## config.mk

```make
export PLATFORM = sky130hd
export DESIGN_NAME = pix_serializer
export DESIGN_NICKNAME = d
export VERILOG_FILES = /design/src/rtl/pxs_pkg.sv /design/src/rtl/pxs_byte_order.sv /design/src/rtl/pxs_pixel_pick.sv /design/src/rtl/pxs_colour_fmt.sv /design/src/rtl/pix_serializer.sv
export SDC_FILE = /design/constraint.sdc
export NUM_CORES = 1
export LEC_CHECK = 0
export ABC_AREA = 1
export BUFFER_PORTS_ARGS = -buffer_cell sky130_fd_sc_hd__buf_2
export CAP_MARGIN = 5
export CORE_MARGIN = 2
export CORE_UTILIZATION = 60
export DETAILED_ROUTE_END_ITERATION = 10
export GPL_ROUTABILITY_DRIVEN = 0
export GPL_TIMING_DRIVEN = 0
export PLACE_DENSITY_LB_ADDON = 0.08
export REMOVE_ABC_BUFFERS = 1
export SYNTH_ARGS = -nofsm -noshare
export SYNTH_HDL_FRONTEND = slang
export SYNTH_HIERARCHICAL = 1
export SYNTH_SLANG_ARGS = --single-unit
```

## constraint.sdc

```tcl
create_clock -name clk -period 8 [get_ports clk]
set_clock_uncertainty 0.2 [all_clocks]
set_input_delay 0 -clock clk [delete_from_list [all_inputs] [get_ports clk]]
set_output_delay 0 -clock clk [all_outputs]
set_load 0.01 [all_outputs]
```

## src/rtl/pxs_pkg.sv

```systemverilog
package pxs_pkg;

    localparam int CH_W   = 8;
    localparam int PIX_W  = 3 * CH_W;
    localparam int LG_W   = 3;
    localparam int BITS_W = 5;

    typedef enum logic [2:0] {
        BPP_1  = 3'd0,
        BPP_2  = 3'd1,
        BPP_4  = 3'd2,
        BPP_8  = 3'd3,
        BPP_16 = 3'd4
    } bpp_e;

    typedef enum logic {
        S_WAIT  = 1'b0,
        S_SHIFT = 1'b1
    } state_e;

    typedef struct packed {
        logic       pwr;
        logic       swap_rb;
        logic       pix_big;
        logic       byte_big;
        logic [2:0] bpp;
    } cfg_t;

    // log2 of the pixel width in bits; undefined codes act as 8 bits
    function automatic logic [LG_W-1:0] lg_bits(input logic [2:0] code);
        return (code <= 3'(BPP_16)) ? LG_W'(code) : LG_W'(BPP_8);
    endfunction

endpackage

```

## src/rtl/pxs_byte_order.sv

```systemverilog
module pxs_byte_order #(
    parameter int WORD_W = 32
) (
    input  logic [WORD_W-1:0] word_i,
    input  logic              big_i,
    output logic [WORD_W-1:0] stream_o
);
    localparam int NB = WORD_W / 8;

    for (genvar k = 0; k < NB; k++) begin : g_lane
        assign stream_o[8*k +: 8] = big_i ? word_i[8*(NB-1-k) +: 8]
                                          : word_i[8*k +: 8];
    end
endmodule

```

## src/rtl/pxs_pixel_pick.sv

```systemverilog
module pxs_pixel_pick
    import pxs_pkg::*;
#(
    parameter int WORD_W = 32,
    parameter int CNT_W  = $clog2(WORD_W)
) (
    input  logic [WORD_W-1:0] stream_i,
    input  logic [CNT_W-1:0]  idx_i,
    input  logic [LG_W-1:0]   lg_i,
    input  logic              pix_big_i,
    output logic [15:0]       pix_o
);
    logic [BITS_W-1:0] bits;
    logic [CNT_W-1:0]  offset;
    logic [CNT_W-1:0]  flip;
    logic [CNT_W-1:0]  shift;
    logic [WORD_W-1:0] shifted;
    logic [16:0]       mask;

    always_comb begin
        bits    = BITS_W'(1) << lg_i;
        offset  = idx_i << lg_i;
        // mirroring inside a byte: offset within byte b*j becomes (8-b)-b*j
        flip    = (pix_big_i && (bits < BITS_W'(8))) ? CNT_W'(BITS_W'(8) - bits) : '0;
        shift   = offset ^ flip;
        shifted = stream_i >> shift;
        mask    = (17'd1 << bits) - 17'd1;
        pix_o   = shifted[15:0] & mask[15:0];
    end
endmodule

```

## src/rtl/pxs_colour_fmt.sv

```systemverilog
module pxs_colour_fmt
    import pxs_pkg::*;
(
    input  logic [15:0]     pix_i,
    input  logic [LG_W-1:0] lg_i,
    input  logic            swap_i,
    output logic [PIX_W-1:0] pix_o
);
    logic [CH_W-1:0] red, grn, blu;

    always_comb begin
        red = {pix_i[15:11], pix_i[15:13]};
        grn = {pix_i[10:5],  pix_i[10:9]};
        blu = {pix_i[4:0],   pix_i[4:2]};
        if (lg_i == LG_W'(BPP_16)) begin
            pix_o = swap_i ? {blu, grn, red} : {red, grn, blu};
        end else begin
            pix_o = {{(PIX_W-16){1'b0}}, pix_i};
        end
    end
endmodule

```

## src/rtl/pix_serializer.sv

```systemverilog
module pix_serializer
    import pxs_pkg::*;
#(
    parameter int WORD_W = 32
) (
    input  logic              clk,
    input  logic              rst_n,
    input  logic [2:0]        bpp_sel,
    input  logic              byte_big,
    input  logic              pix_big,
    input  logic              rb_swap,
    input  logic              pwr_en,
    input  logic [WORD_W-1:0] fifo_data,
    input  logic              fifo_empty,
    output logic              fifo_pop,
    input  logic              pix_req,
    output logic              pix_valid,
    output logic [PIX_W-1:0]  pix_data
);
    localparam int CNT_W = $clog2(WORD_W);

    cfg_t              cfg_q;
    state_e            state_q, state_d;
    logic [WORD_W-1:0] word_q;
    logic [CNT_W-1:0]  idx_q;
    logic [PIX_W-1:0]  data_q;
    logic              valid_q;
    logic              pop;

    logic [LG_W-1:0]   lg;
    logic [CNT_W-1:0]  last_idx;
    logic              fire;
    logic              at_last;
    logic [WORD_W-1:0] stream;
    logic [15:0]       raw_pix;
    logic [PIX_W-1:0]  fmt_pix;

    assign lg       = lg_bits(cfg_q.bpp);
    assign last_idx = CNT_W'((WORD_W >> lg) - 1);
    assign fire     = (state_q == S_SHIFT) && pix_req;
    assign at_last  = (idx_q == last_idx);

    // configuration capture
    always_ff @(posedge clk) begin
        if (!rst_n) begin
            cfg_q <= '0;
        end else begin
            cfg_q <= '{pwr: pwr_en, swap_rb: rb_swap, pix_big: pix_big,
                       byte_big: byte_big, bpp: bpp_sel};
        end
    end

    // next state: FETCH, RELOAD, DRAIN, HOLD
    always_comb begin
        state_d = state_q;
        pop     = 1'b0;
        unique case (state_q)
            S_WAIT: begin
                if (!fifo_empty) begin          // FETCH
                    pop     = 1'b1;
                    state_d = S_SHIFT;
                end
            end
            S_SHIFT: begin
                if (fire && at_last) begin
                    if (!fifo_empty) begin      // RELOAD
                        pop = 1'b1;
                    end else begin              // DRAIN
                        state_d = S_WAIT;
                    end
                end
            end
        endcase
    end

    assign fifo_pop = pop & rst_n;

    // state register
    always_ff @(posedge clk) begin
        if (!rst_n) begin
            state_q <= S_WAIT;
        end else begin
            state_q <= state_d;
        end
    end

    // word holding and pixel index
    always_ff @(posedge clk) begin
        if (!rst_n) begin
            word_q <= '0;
            idx_q  <= '0;
        end else if (pop) begin
            word_q <= fifo_data;
            idx_q  <= '0;
        end else if (fire) begin
            idx_q  <= idx_q + CNT_W'(1);
        end
    end

    pxs_byte_order #(.WORD_W(WORD_W)) u_order (
        .word_i   (word_q),
        .big_i    (cfg_q.byte_big),
        .stream_o (stream)
    );

    pxs_pixel_pick #(.WORD_W(WORD_W), .CNT_W(CNT_W)) u_pick (
        .stream_i  (stream),
        .idx_i     (idx_q),
        .lg_i      (lg),
        .pix_big_i (cfg_q.pix_big),
        .pix_o     (raw_pix)
    );

    pxs_colour_fmt u_fmt (
        .pix_i  (raw_pix),
        .lg_i   (lg),
        .swap_i (cfg_q.swap_rb),
        .pix_o  (fmt_pix)
    );

    // output register
    always_ff @(posedge clk) begin
        if (!rst_n) begin
            valid_q <= 1'b0;
            data_q  <= '0;
        end else begin
            valid_q <= fire;
            if (fire) begin
                data_q <= fmt_pix;
            end
        end
    end

    assign pix_valid = valid_q;
    assign pix_data  = cfg_q.pwr ? data_q : '0;

endmodule

```

==> results.ini, run 1 <==
[status]
outcome=finished, final reports clean

[cts]
clk_latency_ns=0.36
cts_setup_buffers=0
cts.path.max_buffers=2
post_cts_resized=0
root_buffer=clkbuf_8
clk_pin_slew_ns=0.08
cts_buffers=9
h-tree-depth=3
numClockSinks=70
tritoncts=built

[synth]
synthMuxAreaShare_pct=0
synth_top_family_by_area=simple AND/OR/NAND/NOR gates
synth_cells=1138
synthAdderAreaFrac_pct=1.718
ys_ff_latch=70
synth-simple-area-share_pct=55.98
synth_cell_types=36
syn_area_um2=6554
synth-xor-area-share_pct=1.604
syn_avg_cell_area_um2=5.759
synth_edf_count=0
yosys_warnings=6
synth_compound_area_share_pct=5.136
synthFlopType=dfxtp_1
ys_async_sr_fraction_pct=0
ys_seq_area_share_pct=21.38

[timing]
setup_viol=0
rsz0062_at_grt=no
min_period_over_period_pct=64.67
max_slew_margin_pct=16.98
max_freq_mhz=193.3
period_minus_slack_ns=5.174
hold_viol=0
slew_violations=0
tightestPinTransition_ns=1.244
tns_ns=0

[global_routing]
first_global_vias=6410
grt_max_degree=53
gr-total-overflow=0
track_usage_pct=30.75
grt_pass1_wl_um=29330
antenna_found_initial=0

[power_and_ir_drop]
p_leak_nw=3.960
power_density_nw_per_um2=143.6
peakVddDrop_mv=0.1300

[critical_path]
cp_common_cell=nand2_1
cp.arrival_ns=5.27
path_cells=nor2_1 -> nand2_1 -> inv_1 -> inv_2 -> nand2_1 -> nor2_2 -> inv_1 -> ha_1 -> ha_1 -> inv_1 -> nor2_1 -> nand2_1 -> nand2_2 -> nand3_1 -> nand3_1 -> nand3_1 -> a21oi_1 -> nand2_1 -> nand2_1 -> nand2_1 -> nand2_1 -> o21ai_0 -> nor2_1
cp-start-kind=flip-flop
criticalPathCategory=flip-flop to flip-flop
worst-endpoint-required_ns=8.10
crit_path_max_fanout=36
critPathCaptureType=flip-flop
crit_slowest_cell=nor2_2
cpPeakStageDelay_ns=0.94

[place]
dp_cells=1277
dp_hpwl_um=11400
port_buffers=68

[route]
antenna_left=0
drt_iter0_drc=767
drc=0
vias=7234
wirelength_um=17250
drt_first_pass_iters=5
routedWlPerCell_um=12.73
via_per_inst=5.339

[job]
maxCapViolations=0

[final_layout]
insertedDiodeCount=0
drive_above_1_share_pct=13.58
final_cells=1355
areaGrowthSynthToFinish_pct=13.46
final_cell_mix=nand2_1 (428), nand3_1 (165), inv_1 (105)
nFillCells=1047
final_common_cell=nand2_1
nets=1263

[floorplan]
num_io_pins=69
core_area_um2=10750
die_h_um=108.5
die_x_um=108.5
die_area_um2=11780
start_util_pct=60.99
std_cell_rows=38

[hold_path]
hp-class=input port to flip-flop

## timing repair
item / in CTS / in global routing
hold buffers: 63 / 0
hold endpoints to repair: 65 / 0
setup endpoints to repair: 0 / 0
## Yosys cell counts (3+ instances only)
library cell / n / share of area, %
a21oi_2: 5 / 0.67
inv_2: 7 / 0.40
nor3_1: 4 / 0.31
nand2_2: 22 / 2.1
buf_4: 11 / 1.3
nand3_1: 165 / 13
buf_6: 8 / 1.4
xor2_1: 8 / 1.1
inv_1: 105 / 6.0
buf_1: 5 / 0.29
nor2_1: 89 / 5.1
clkbuf_1: 17 / 0.97
nand3_4: 3 / 0.80
nor2_2: 4 / 0.38
a21oi_1: 21 / 1.6
ha_1: 9 / 1.7
nand2_1: 428 / 25
o21ai_0: 33 / 2.5
xnor2_1: 4 / 0.53
dfxtp_1: 70 / 21
buf_12: 4 / 1.2
buf_2: 22 / 1.7
nand3_2: 33 / 5.0
nand4_1: 42 / 4.0
clkbuf_8: 3 / 0.63
## worst max-delay path: cells and delay by family, from the launching register on
kind            cells  cell delay, ns
fa+ha+maj           2            0.59
buf+inv             4            0.63
simple gates       15            2.79
flops               1            0.39
compound gates      2            0.50
## kinds of logic (layout without fill, tap and decap cells)
group | after synthesis | count (layout)
flops | 70 | 70
simple gates | 799 | 799
buf+inv | 185 | 262
xor+xnor | 12 | 12
fa+ha+maj | 9 | 9
compound gates | 62 | 62
other cells | 1 | 1
## area by class of cell
class	count	area, µm²	area share [%]
clock buffer	11	141.4	1.901
clock inverter	4	47.55	0.6394
inverter	115	439.2	5.906
multi-input combinational	883	4230	56.89
sequential	70	1401	18.85
tap	140	175.2	2.356
timing repair buffer	132	1001	13.46
## sequential cells by signal (all words and copies together) (netlist names)
| signal | count |
|---|---|
| word_q | 32 |
| state_q | 1 |
| data_q | 24 |
| pix_valid | 1 |
| cfg_q | 7 |
| idx_q | 5 |
## final timing paths
path                                    to  slack (ns)        from  cells after the start
worst max-delay path             data_q[0]        2.83    cfg_q[1]                     23
worst max register to register   data_q[0]        2.83    cfg_q[1]                     23
worst min-delay path              cfg_q[4]        0.15     pix_big                      4
worst min register to register  data_q[22]        0.29  data_q[22]                      2
## metrics by stage
step                      hold slack [ns]  area [µm²]  util [%]  setup slack [ns]  total power, mW
after floorplan                   -0.1065        6067         -             4.011           0.6535
after detailed placement         -0.01509        6616     61.57             2.977           0.7522
final                              0.1549        7436     69.20             2.826            1.068
after global routing               0.1597        7436     69.20             2.275            1.140
after global placement           -0.02025        6583     61.26             2.986           0.7471
after CTS                          0.1353        7436     69.20             2.938            1.065
## power by group
part / total (mW) / internal (mW) / switching (mW)
sequential: 0.387 / 0.368 / 0.0186
combinational: 0.391 / 0.135 / 0.256
clock: 0.290 / 0.150 / 0.140
total: 1.07 / 0.653 / 0.414
## routing by layer
layer  GRT usage [%]  vias up  share of wire [%]
met1           40.41     3195                 46
met2           50.09      250                 46
met4           11.72        0                2.5
met5               0        -                  0
met3           5.425       38                6.3
li1                -     3751                  -
Power figures use the tool's default switching activity.
==> inputs of run 2 (changes only) <==
==> constraint.sdc (replaced) <==
create_clock -name clk -period 4.95 [get_ports clk]
set_clock_uncertainty 0.2 [all_clocks]
set_input_delay 0 -clock clk [delete_from_list [all_inputs] [get_ports clk]]
set_output_delay 0 -clock clk [all_outputs]
set_load 0.01 [all_outputs]
==> results.ini, run 2 (same netlist as run 1, synthesis figures left out) <==
[global_routing]
grt_pass1_wl_um=29330  ; unchanged
antenna_found_initial=0  ; unchanged
gr-total-overflow=0  ; unchanged
grt_max_degree=53  ; unchanged
first_global_vias=6410  ; unchanged
track_usage_pct=30.75  ; unchanged

[final_layout]
largest-register=word_q
drive_above_1_share_pct=13.72  ; +0.14 points
final_cell_mix=nand2_1 (428), nand3_1 (165), inv_1 (105)
insertedDiodeCount=0  ; unchanged
final_cells=1357  ; +0.15%
reg_top3=word_q: 32 flops, data_q: 24 flops, cfg_q: 7 flops
largest_reg_flops=32  ; unchanged
areaGrowthSynthToFinish_pct=13.90
nFillCells=1046  ; -0.096%
final_common_cell=nand2_1
nets=1265  ; +0.16%

[critical_path]
reg2regPathDepth=22  ; -4.3%
worst-endpoint-required_ns=5.04  ; -3.06 ns
crit_path_max_fanout=24  ; -33%
cp.arrival_ns=4.57  ; -0.70 ns
critPathCaptureType=flip-flop
cp-start-kind=flip-flop
criticalPathCategory=flip-flop to flip-flop

[hold_path]
hp-class=input port to flip-flop
hold_path_depth=4  ; unchanged

[floorplan]
num_io_pins=69  ; unchanged
die_h_um=108.5  ; unchanged
start_util_pct=60.99  ; unchanged
core_area_um2=10750  ; unchanged
std_cell_rows=38  ; unchanged
die_area_um2=11780  ; unchanged
die_x_um=108.5  ; unchanged

[timing]
max_slew_margin_pct=21.86  ; +4.9 points
slew_violations=0  ; unchanged
period_minus_slack_ns=4.482  ; -0.6919 ns
min_period_over_period_pct=90.54  ; +26 points
tightestPinTransition_ns=1.171  ; -0.07346 ns
setup_viol=0  ; unchanged
tns_ns=0  ; unchanged
max_freq_mhz=223.1  ; +15%
rsz0062_at_grt=no
hold_viol=0  ; unchanged
hold_ws_ns=0.1536  ; -0.001281 ns

[cts]
cts.path.max_buffers=2  ; unchanged
root_buffer=clkbuf_8
clk_latency_ns=0.36  ; about the same
h-tree-depth=3  ; unchanged
tritoncts=built
cts_buffers=9  ; unchanged
numClockSinks=70  ; unchanged
clk_pin_slew_ns=0.08  ; about the same

[route]
wirelength_um=17620  ; +2.1%
drc=0  ; unchanged
drt_iter0_drc=694  ; -9.5%
antenna_left=0  ; unchanged
via_per_inst=5.369  ; +0.57%
vias=7286  ; +0.72%
drt_first_pass_iters=6  ; +1
routedWlPerCell_um=12.98  ; +2.0%

[status]
outcome=finished, final reports clean

[power_and_ir_drop]
p_leak_nw=3.970  ; +0.26%
peakVddDrop_mv=0.2049  ; +58%
power_density_nw_per_um2=232.3  ; +62%

[job]
maxCapViolations=0  ; unchanged

[place]
dp_hpwl_um=11400  ; unchanged
dp_cells=1277  ; unchanged
port_buffers=68  ; unchanged

[run 2: cell types whose count changed in the layout (fill, tap and decap cells not counted), sizes merged]
| cell | previous run | this run |
|---|---|---|
| buf | 69 | 70 |
| nor2 | 95 | 96 |
[run 2: final timing paths]
path                                 start    endpoint  slack (ns)
worst max-delay path              cfg_q[0]   data_q[6]        0.47
worst max register to register    cfg_q[0]   data_q[6]        0.47
worst min-delay path               pix_big    cfg_q[4]        0.15
worst min register to register  data_q[22]  data_q[22]        0.28
[run 2: metrics by stage]
stage	util, %	instance area [µm²]	setup slack (ns)	power [mW]
CTS	69.25	7441	0.2664	1.722
floorplan	-	6067	0.9612	1.056
global route	69.47	7465	0.07875	1.849
finish	69.47	7465	0.4681	1.734
detailed placement	61.57	6616	-0.07331	1.216
global placement	61.26	6583	-0.06369	1.207
[run 2: layer usage]
metal,track usage (%),wire [µm],up-vias
met5,0,0,-
met4,11.72,515,0
met3,5.425,1162,46
li1,-,-,3752
met1,40.41,7942,3235
met2,50.09,7999,253
[run 2: critical path, stage by stage, from the launching register on]
cell and delay, ns:
dfxtp_1 0.34, nor2_1 0.14, nand2_1 0.09, inv_1 0.38, inv_2 0.13, nand2_1 0.29, nor2_4 0.09, ha_1 0.29
inv_1 0.13, nand4_1 0.16, nand2_1 0.38, nand2_2 0.38, nand2_1 0.22, nand3_1 0.12, nand3_1 0.09, nand3_1 0.10
a21oi_1 0.33, nand2_1 0.09, nand2_1 0.08, nand2_1 0.07, nand2_1 0.07, o21ai_0 0.09, nor2_1 0.12
[run 2: layout make-up]
cell class | instances | area, µm² | area share (%)
Timing Repair Buffer | 133 | 1008 | 13.51
Inverter | 115 | 439.2 | 5.883
Clock inverter | 4 | 47.55 | 0.6369
Multi-Input combinational cell | 884 | 4252 | 56.96
Sequential cell | 70 | 1401 | 18.77
Clock buffer | 11 | 141.4 | 1.894
Tap cell | 140 | 175.2 | 2.347
[run 2: timing repair]
action | CTS | global route
pin swaps | 0 | 1
hold buffers | 63 | 0
endpoints found under the hold margin | 65 | 0
gates resized for setup | 1 | 2
buffers inserted | 0 | 1
endpoints found under the setup margin | 11 | 23
gates cloned | 0 | 1
[run 2: power breakdown]
group          total, mW  switching (mW)  internal [mW]
combinational      0.640           0.419          0.221
sequential         0.626          0.0300          0.596
clock              0.468           0.226          0.242
